**src/rtl/i2cpk_pkg.sv**
```systemverilog
package i2cpk_pkg;
  localparam int LEN_W  = 12;
  localparam int RD_BIT = 19;
  localparam int RS_BIT = 16;

  typedef enum logic [1:0] {PH_START, PH_WRITE, PH_READ, PH_STOP} phy_op_e;
  typedef enum logic [2:0] {S_HDR0, S_HDR1, S_HDR2, S_START, S_ADDR, S_DATA, S_STOP, S_HALT} ctl_e;
endpackage

```
**src/rtl/i2cpk_fifo.sv**
```systemverilog
module i2cpk_fifo #(
  parameter int W = 32,
  parameter int DEPTH = 8,
  localparam int AW = $clog2(DEPTH),
  localparam int CW = $clog2(DEPTH + 1)
) (
  input  logic          clk,
  input  logic          rst_n,
  input  logic          in_valid,
  output logic          in_ready,
  input  logic [W-1:0]  in_data,
  output logic          out_valid,
  input  logic          out_ready,
  output logic [W-1:0]  out_data,
  output logic [CW-1:0] count
);
  logic [W-1:0]  mem [DEPTH];
  logic [AW-1:0] wp, rp;
  logic          push, pop;

  assign in_ready  = (count != CW'(DEPTH));
  assign out_valid = (count != '0);
  assign push      = in_valid && in_ready;
  assign pop       = out_valid && out_ready;
  assign out_data  = mem[rp];

  always_ff @(posedge clk) begin
    if (push) mem[wp] <= in_data;
  end

  always_ff @(posedge clk or negedge rst_n) begin
    if (!rst_n) begin
      wp <= '0; rp <= '0; count <= '0;
    end else begin
      if (push) wp <= (wp == AW'(DEPTH - 1)) ? '0 : wp + 1'b1;
      if (pop)  rp <= (rp == AW'(DEPTH - 1)) ? '0 : rp + 1'b1;
      count <= count + CW'(push) - CW'(pop);
    end
  end


  hold_stable_chk: assert property (@(posedge clk) disable iff (!rst_n)
    (out_valid && !out_ready) |=> $stable(out_data));
endmodule

```
**src/rtl/i2cpk_phy.sv**
```systemverilog
module i2cpk_phy
  import i2cpk_pkg::*;
#(
  parameter int DIVW = 16
) (
  input  logic            clk,
  input  logic            rst_n,
  input  logic [DIVW-1:0] scl_half,
  input  logic            op_valid,
  input  phy_op_e         op,
  input  logic [7:0]      op_byte,
  input  logic            op_nack,
  output logic            op_ready,
  output logic            done,
  output logic [7:0]      rd_byte,
  output logic            got_nack,
  output logic            arb_lost,
  output logic            scl_o,
  output logic            sda_oe,
  input  logic            sda_i
);
  logic            busy, own, ack_q, nack_q;
  phy_op_e         op_q;
  logic [1:0]      ph;
  logic [3:0]      bitn;
  logic [7:0]      sh;
  logic [DIVW-1:0] tmr, lim;
  logic            tick, last, bit_val, scl_d, low_d, data_op;

  assign lim      = (scl_half == '0) ? '0 : scl_half - 1'b1;
  assign tick     = busy && (tmr >= lim);
  assign data_op  = (op_q == PH_WRITE) || (op_q == PH_READ);
  assign last     = !data_op || (bitn == 4'd8);
  assign op_ready = !busy;
  assign rd_byte  = sh;
  assign got_nack = nack_q;
  assign done     = tick && (ph == 2'd3) && last;
  assign arb_lost = tick && (ph == 2'd2) && (op_q == PH_WRITE) && (bitn < 4'd8) && sh[7] && !sda_i;

  always_comb begin
    if (bitn < 4'd8) bit_val = (op_q == PH_WRITE) ? sh[7] : 1'b1;
    else             bit_val = (op_q == PH_WRITE) ? 1'b1 : ack_q;
    scl_d = !own;
    low_d = 1'b0;
    if (busy) begin
      case (op_q)
        PH_START: begin scl_d = (ph == 2'd0) ? !own : (ph != 2'd3); low_d = ph[1]; end
        PH_STOP:  begin scl_d = (ph != 2'd0); low_d = (ph < 2'd2); end
        default:  begin scl_d = (ph == 2'd1) || (ph == 2'd2); low_d = !bit_val; end
      endcase
    end
  end

  always_ff @(posedge clk or negedge rst_n) begin
    if (!rst_n) begin
      busy <= 1'b0; own <= 1'b0; ack_q <= 1'b0; nack_q <= 1'b0; op_q <= PH_START;
      ph <= '0; bitn <= '0; sh <= '0; tmr <= '0; scl_o <= 1'b1; sda_oe <= 1'b0;
    end else begin
      scl_o  <= scl_d;
      sda_oe <= low_d;
      if (op_valid && !busy) begin
        busy <= 1'b1; op_q <= op; ph <= '0; bitn <= '0; sh <= op_byte;
        ack_q <= op_nack; nack_q <= 1'b0; tmr <= '0;
      end else if (busy) begin
        tmr <= tick ? '0 : tmr + 1'b1;
        if (arb_lost) begin
          busy <= 1'b0; own <= 1'b0;
        end else if (tick) begin
          if (ph == 2'd2 && data_op && bitn < 4'd8) sh <= {sh[6:0], sda_i};
          if (ph == 2'd2 && op_q == PH_WRITE && bitn == 4'd8) nack_q <= sda_i;
          if (ph == 2'd3) begin
            ph <= '0;
            if (last) begin busy <= 1'b0; own <= (op_q != PH_STOP); end
            else bitn <= bitn + 1'b1;
          end else ph <= ph + 1'b1;
        end
      end
    end
  end


  sda_steady_chk: assert property (@(posedge clk) disable iff (!rst_n)
    (busy && data_op && scl_o && $past(scl_o)) |-> $stable(sda_oe));
endmodule

```
**src/rtl/i2cpk_master.sv**
```systemverilog
module i2cpk_master
  import i2cpk_pkg::*;
#(
  parameter int FIFO_DEPTH = 8,
  parameter int DIVW = 16,
  localparam int CW = $clog2(FIFO_DEPTH + 1)
) (
  input  logic            clk,
  input  logic            rst_n,
  input  logic [DIVW-1:0] scl_half,
  input  logic            tx_valid,
  output logic            tx_ready,
  input  logic [31:0]     tx_data,
  output logic            rx_valid,
  input  logic            rx_ready,
  output logic [31:0]     rx_data,
  output logic [CW-1:0]   tx_free,
  output logic [CW-1:0]   rx_fill,
  output logic [2:0]      irq_sts,
  input  logic [2:0]      sts_clr,
  output logic            scl_o,
  output logic            sda_oe,
  input  logic            sda_i
);
  localparam int LW = LEN_W + 1;

  logic          tq_valid, tq_pop, rq_push, rq_ready;
  logic [31:0]   tq_data, rq_data, word_q, rxw_q;
  logic [CW-1:0] tx_cnt;
  ctl_e          st;
  logic          pend, rd_q, rs_q, err_q;
  logic [7:0]    addr_q;
  logic [LW-1:0] left;
  logic [1:0]    bi;
  logic          op_valid, op_ready, op_nack, phy_done, phy_nack, phy_arb;
  phy_op_e       op;
  logic [7:0]    op_byte, rd_byte;
  logic [2:0]    set_vec;
  logic          wr_nack, lastb;

  i2cpk_fifo #(.W(32), .DEPTH(FIFO_DEPTH)) u_txq (
    .clk, .rst_n, .in_valid(tx_valid), .in_ready(tx_ready), .in_data(tx_data),
    .out_valid(tq_valid), .out_ready(tq_pop), .out_data(tq_data), .count(tx_cnt));

  i2cpk_fifo #(.W(32), .DEPTH(FIFO_DEPTH)) u_rxq (
    .clk, .rst_n, .in_valid(rq_push), .in_ready(rq_ready), .in_data(rq_data),
    .out_valid(rx_valid), .out_ready(rx_ready), .out_data(rx_data), .count(rx_fill));

  i2cpk_phy #(.DIVW(DIVW)) u_phy (
    .clk, .rst_n, .scl_half, .op_valid, .op, .op_byte, .op_nack, .op_ready,
    .done(phy_done), .rd_byte, .got_nack(phy_nack), .arb_lost(phy_arb),
    .scl_o, .sda_oe, .sda_i);

  assign tx_free = CW'(FIFO_DEPTH) - tx_cnt;
  assign lastb   = (left == LW'(1));
  assign wr_nack = phy_nack && !(st == S_DATA && rd_q);
  assign rq_push = (st == S_DATA) && rd_q && phy_done && (bi == 2'd3 || lastb);
  assign rq_data = rxw_q | ({24'b0, rd_byte} << {bi, 3'b000});

  always_comb begin
    op_valid = 1'b0; op = PH_START; op_byte = addr_q; op_nack = 1'b0; tq_pop = 1'b0;
    case (st)
      S_HDR0, S_HDR1, S_HDR2: tq_pop = tq_valid;
      S_START: op_valid = !pend;
      S_ADDR:  begin op = PH_WRITE; op_valid = !pend; end
      S_DATA: begin
        if (rd_q) begin
          op = PH_READ; op_nack = lastb;
          op_valid = !pend && (bi != 2'd0 || rq_ready);
        end else begin
          op = PH_WRITE;
          op_byte = (bi == 2'd0) ? tq_data[7:0] : word_q[{bi, 3'b000} +: 8];
          op_valid = !pend && (bi != 2'd0 || tq_valid);
          tq_pop = op_valid && op_ready && (bi == 2'd0);
        end
      end
      S_STOP: begin op = PH_STOP; op_valid = !pend; end
      default: ;
    endcase
  end

  always_comb begin
    set_vec    = 3'b000;
    set_vec[0] = phy_done && ((st == S_DATA && lastb && rs_q && !wr_nack) || (st == S_STOP && !err_q));
    set_vec[1] = phy_done && (st == S_STOP) && err_q;
    set_vec[2] = phy_arb;
  end

  always_ff @(posedge clk or negedge rst_n) begin
    if (!rst_n) begin
      st <= S_HDR0; pend <= 1'b0; rd_q <= 1'b0; rs_q <= 1'b0; err_q <= 1'b0;
      addr_q <= '0; left <= '0; bi <= '0; word_q <= '0; rxw_q <= '0; irq_sts <= '0;
    end else begin
      irq_sts <= (irq_sts & ~sts_clr) | set_vec;
      if (op_valid && op_ready) pend <= 1'b1;
      if (phy_done) pend <= 1'b0;
      if (phy_arb) begin
        st <= S_HALT; pend <= 1'b0;
      end else begin
        case (st)
          S_HDR0: if (tq_valid) st <= S_HDR1;
          S_HDR1: if (tq_valid) begin left <= {1'b0, tq_data[LEN_W-1:0]} + 1'b1; st <= S_HDR2; end
          S_HDR2: if (tq_valid) begin
            addr_q <= tq_data[7:0]; rd_q <= tq_data[RD_BIT]; rs_q <= tq_data[RS_BIT]; st <= S_START;
          end
          S_START: if (phy_done) st <= S_ADDR;
          S_ADDR: if (phy_done) begin
            if (phy_nack) begin err_q <= 1'b1; st <= S_STOP; end
            else begin st <= S_DATA; bi <= '0; rxw_q <= '0; end
          end
          S_DATA: begin
            if (tq_pop) word_q <= tq_data;
            if (phy_done) begin
              if (wr_nack) begin err_q <= 1'b1; st <= S_STOP; end
              else begin
                bi <= bi + 1'b1; left <= left - 1'b1;
                if (rd_q) rxw_q <= rq_push ? '0 : rq_data;
                if (lastb) st <= rs_q ? S_HDR0 : S_STOP;
              end
            end
          end
          S_STOP: if (phy_done) st <= err_q ? S_HALT : S_HDR0;
          default: ;
        endcase
      end
    end
  end


  halt_no_pop_chk: assert property (@(posedge clk) disable iff (!rst_n)
    (st == S_HALT) |-> !tq_pop);

  done_vs_nack_chk: assert property (@(posedge clk) disable iff (!rst_n)
    $rose(irq_sts[1]) |-> !$rose(irq_sts[0]));

  arb_release_chk: assert property (@(posedge clk) disable iff (!rst_n)
    phy_arb |=> ##1 (scl_o && !sda_oe));

  tx_full_chk: assert property (@(posedge clk) disable iff (!rst_n)
    tx_ready == (tx_free != '0));
endmodule

```
**config.mk**
```make
export PLATFORM = sky130hd
export DESIGN_NAME = i2cpk_master
export DESIGN_NICKNAME = d
export VERILOG_FILES = /design/src/rtl/i2cpk_pkg.sv /design/src/rtl/i2cpk_fifo.sv /design/src/rtl/i2cpk_phy.sv /design/src/rtl/i2cpk_master.sv
export SDC_FILE = /design/constraint.sdc
export NUM_CORES = 1
export LEC_CHECK = 0
export BUFFER_PORTS_ARGS = -buffer_cell sky130_fd_sc_hd__buf_2
export CAP_MARGIN = 0
export CORE_MARGIN = 10
export CORE_UTILIZATION = 45
export CTS_CLUSTER_DIAMETER = 50
export DETAILED_ROUTE_END_ITERATION = 6
export PLACE_DENSITY = 0.61
export SLEW_MARGIN = 20
export SYNTH_ARGS = -nofsm -noshare
export SYNTH_HDL_FRONTEND = slang
export SYNTH_SLANG_ARGS = --single-unit
export TNS_END_PERCENT = 30
```
**constraint.sdc**
```tcl
create_clock -name clk -period 7.21 [get_ports clk]
set_clock_uncertainty 0.05 [all_clocks]
set_input_delay 0.3605 -clock clk [delete_from_list [all_inputs] [get_ports clk]]
set_output_delay 0.3605 -clock clk [all_outputs]
set_load 0.05 [all_outputs]
```
==> results.py <==
metrics = {
    "outcome": {
        "outcome": "complete, no violations",
    },
    "cts": {
        "clock_buffer_count_from_cts": 80,
        "ctsRootBufferMaster": "clkbuf_16",
        "post_cts_resize_count": 0,
        "cts_setup_buffers": 0,
        "cts_tree": "built",
        "post_cts_hold_buffer_count": 36,
        "ctsLongestPathBuffers": 3,
        "num_clock_sinks": 667,
        "htreeDepth": 3,
        "clk_transition_reported_paths_ns": 0.06,
        "clkLatencyLatePin_ns": 0.64,
    },
    "timing": {
        "final_hold_slack_ns": 0.0518,
        "fmax_mhz": 202,
        "setup_repair_after_global_routing_missed_its_margin": "false",
        "timing.final.setup_violations": 0,
        "finalMaxSlewViolations": 0,
        "min_period_over_period_pct": 68.8,
        "setup_tns_ns": 0,
        "worst_slew_margin_rel_pct": 34.0,
        "period_minus_slack_ns": 4.96,
        "hold_violations": 0,
        "worst-slew-pin-transition_ns": 0.987,
    },
    "synthesis": {
        "seq_area_frac_synth_pct": 68.1,
        "avgSynthCellArea_sq_um": 15.9,
        "number_of_synthesis_warnings": 0,
        "dominantRegCellSynth": "edfxtp_1",
        "synthDistinctLibCells": 66,
        "mappedNetlistNets": 1889,
        "ys_ff_latch": 667,
        "post_synth_instance_area_sq_um": 28300,
        "async_reset_ff_share_pct": 23.2,
        "postSynthCellCount": 1777,
        "synth-edff-count": 512,
    },
    "floorplan": {
        "fp.dieArea_sq_um": 73200,
        "chipWidth_um": 271,
        "ioPinCount": 103,
        "die_h_um": 271,
        "core_region_area_sq_um": 61900,
        "num_rows": 91,
        "starting_density_of_the_core_pct": 45.6,
    },
    "finish": {
        "multi_input_comb_area_sq_um": 8470,
        "most_frequent_standard_cell_in_the_layout_excluding_fill_and_tap_cells": "edfxtp_1",
        "final_area_sq_um": 33000,
        "drive_gt1_share_pct": 23.9,
        "fill_cell_instance_count_of_the_final_layout": 5054,
        "synthToLayoutAreaGrowth_pct": 16.7,
        "design.final.nets": 2057,
        "final_cell_mix": "512 x edfxtp_1, 149 x nand2_1, 149 x dfrtp_1, 129 x mux4_2, 113 x o21ai_0",
        "layout.area.seq_sq_um": 19300,
    },
    "pwr": {
        "cellLeakagePower_nw": 12.2,
        "vdd_ir_drop_max_mv": 0.226,
        "power_density_nw_per_um2": 350,
    },
    "setup_path": {
        "critPathBufInv": 2,
        "cpMostUsedCell": "nand2b_1",
        "cp_cell_sequence": "buf_2 > or4_1 > nor4_1 > nand2b_1 > nor2_1 > nand4_1 > and2_1 > ha_1 > nand2b_1 > a21o_1 > a211o_1 > a21oi_2 > a21oi_4 > o211ai_1 > nor4b_4 > buf_4",
        "crit_path_start_kind": "primary input",
        "crit_fanout": 16,
        "cp_top_family": "simple AND/OR/NAND/NOR gates",
        "critical_path.max_stage_delay_ns": 0.92,
        "cp_slowest_cell": "nor4b_4",
        "cp_data_required_time_ns": 7.48,
        "criticalPathCategory": "primary input to flip-flop",
        "critPathCaptureType": "flip-flop",
        "worst-endpoint-arrival_ns": 5.23,
    },
    "detailed_routing": {
        "first_pass_iters": 5,
        "post_drt_wl_per_cell_um": 20.6,
        "route.detailed.vias_per_inst": 5.41,
        "wl_met3_um": 2570,
        "postRouteAntennaNets": 0,
        "met2_wirelength_um": 29800,
        "drc_errors": 0,
        "routed_wl_um": 58600,
        "route.layer.met1.wl_um": 25200,
        "drt_iter0_drc": 1230,
        "vias": 15400,
        "highest_layer": "met4",
    },
    "worst_hold_path": {
        "worst_hold_path_type": "primary input to flip-flop",
    },
    "grt": {
        "grt_start_max_net_pins": 83,
        "grt.total_usage_pct": 16.0,
        "grt_overflow": 0,
        "grt_pass1_wl_um": 92800,
        "antenna_found_initial": 1,
        "first_global_vias": 16000,
    },
    "run": {
        "max_cap_viol_count": 0,
    },
    "placement": {
        "port_buffers": 102,
        "gp_congestion": 0.790,
        "detailedPlacementHpwl_um": 35600,
        "detailed_place.area_sq_um": 29800,
    },
}
logic make-up after synthesis:
logic type                 Yosys count  synth area share [%]
AOI/OAI and AO/OA                  256                  5.26
DFF                                667                  68.1
xor gates and xnor gates            36                  1.12
buffers and inverters              155                  2.28
muxes                              228                  14.4
adders and majority gates           56                  2.53
and+or+nand+nor                    379                  6.31
cell usage after synthesis (all sizes together), types with 22 or more instances:
cell type	instances	area share, %
a21oi	75	1.4
buf	36	0.70
clkbuf	44	0.58
dfrtp	154	14
edfxtp	512	54
ha	54	2.4
inv	75	1.0
mux2	54	2.2
mux2i	40	1.5
mux4	134	11
nand2	150	2.0
nand3	22	0.39
nor2	90	1.2
nor3	27	0.51
o21ai	119	2.1
routing by layer:
| layer | track usage [%] | vias to the layer above |
|---|---|---|
| met3 | 3.07 | 74 |
| met4 | 4.85 | 0 |
| met2 | 27.4 | 332 |
| li1 | - | 7162 |
| met1 | 20.3 | 7854 |
| met5 | 0 | - |
area by class of cell:
class | instances | share of cell area (%)
timing repair buffer | 166 | 3.31
multi-input combinational | 955 | 25.7
clock buffer | 93 | 6.28
inverter | 75 | 0.854
antenna | 1 | 0.00759
tap | 837 | 3.18
sequential | 667 | 58.4
clock inverter | 56 | 2.28
path summary, 6_finish.rpt:
check | from | endpoint | slack [ns] | cells past startpoint
worst max-delay path | scl_half[7] | u_rxq.mem[5][10]$_DFFE_PP_ | 2.25 | 16
worst min-delay path | sda_i | u_phy.got_nack$_DFFE_PN0P_ | 0.05 | 3
min in group asynchronous | rst_n | u_txq.wp[1]$_DFFE_PN0P_ | 0.25 | 2
worst min register to register | word_q[19]$_DFFE_PN0P_ | word_q[19]$_DFFE_PN0P_ | 0.42 | 2
worst max register to register | st[2]$_DFFE_PN0P_ | u_txq.count[2]$_DFF_PN0_ | 2.88 | 13
max in group asynchronous | rst_n | rxw_q[10]$_DFFE_PN0P_ | 5.62 | 3
registers in the layout, summed over array words and instances (netlist names), 2 cells and up:
| signal | flops |
|---|---|
| addr_q | 8 |
| bi | 2 |
| irq_sts | 3 |
| left | 13 |
| rxw_q | 32 |
| st | 3 |
| u_phy.bitn | 4 |
| u_phy.op_q | 2 |
| u_phy.ph | 2 |
| u_phy.rd_byte | 8 |
| u_phy.tmr | 16 |
| u_rxq.count | 4 |
| u_rxq.mem | 256 |
| u_rxq.rp | 3 |
| u_rxq.wp | 3 |
| u_txq.count | 4 |
| u_txq.mem | 256 |
| u_txq.rp | 3 |
| u_txq.wp | 3 |
| word_q | 32 |
tightest hold or removal path: cells and delay by family:
kind	cells	cell delay (ns)
and+or+nand+nor	1	0.08
buffers and inverters	1	0.14
muxes	1	0.08
where the power goes:
group | leakage [nW] | switching [mW] | internal [mW]
registers | 6.80 | 0.288 | 4.50
clock network | 1.35 | 1.63 | 2.53
logic | 4.05 | 1.52 | 1.08
total | 12.2 | 3.44 | 8.11
through the flow:
stage               setup WS (ns)  power [mW]  utilization (%)  instances
floorplan                 -0.0538        6.77                -       1777
global route                 1.79        12.1             53.2       2850
detailed placement           1.52        7.51             48.1       2664
CTS                          2.20        11.7             53.2       2849
finish                       2.25        11.6             53.2       2850
global placement             1.59        7.45             48.1       2664
Note: power is estimated with default switching activity, not from simulation.
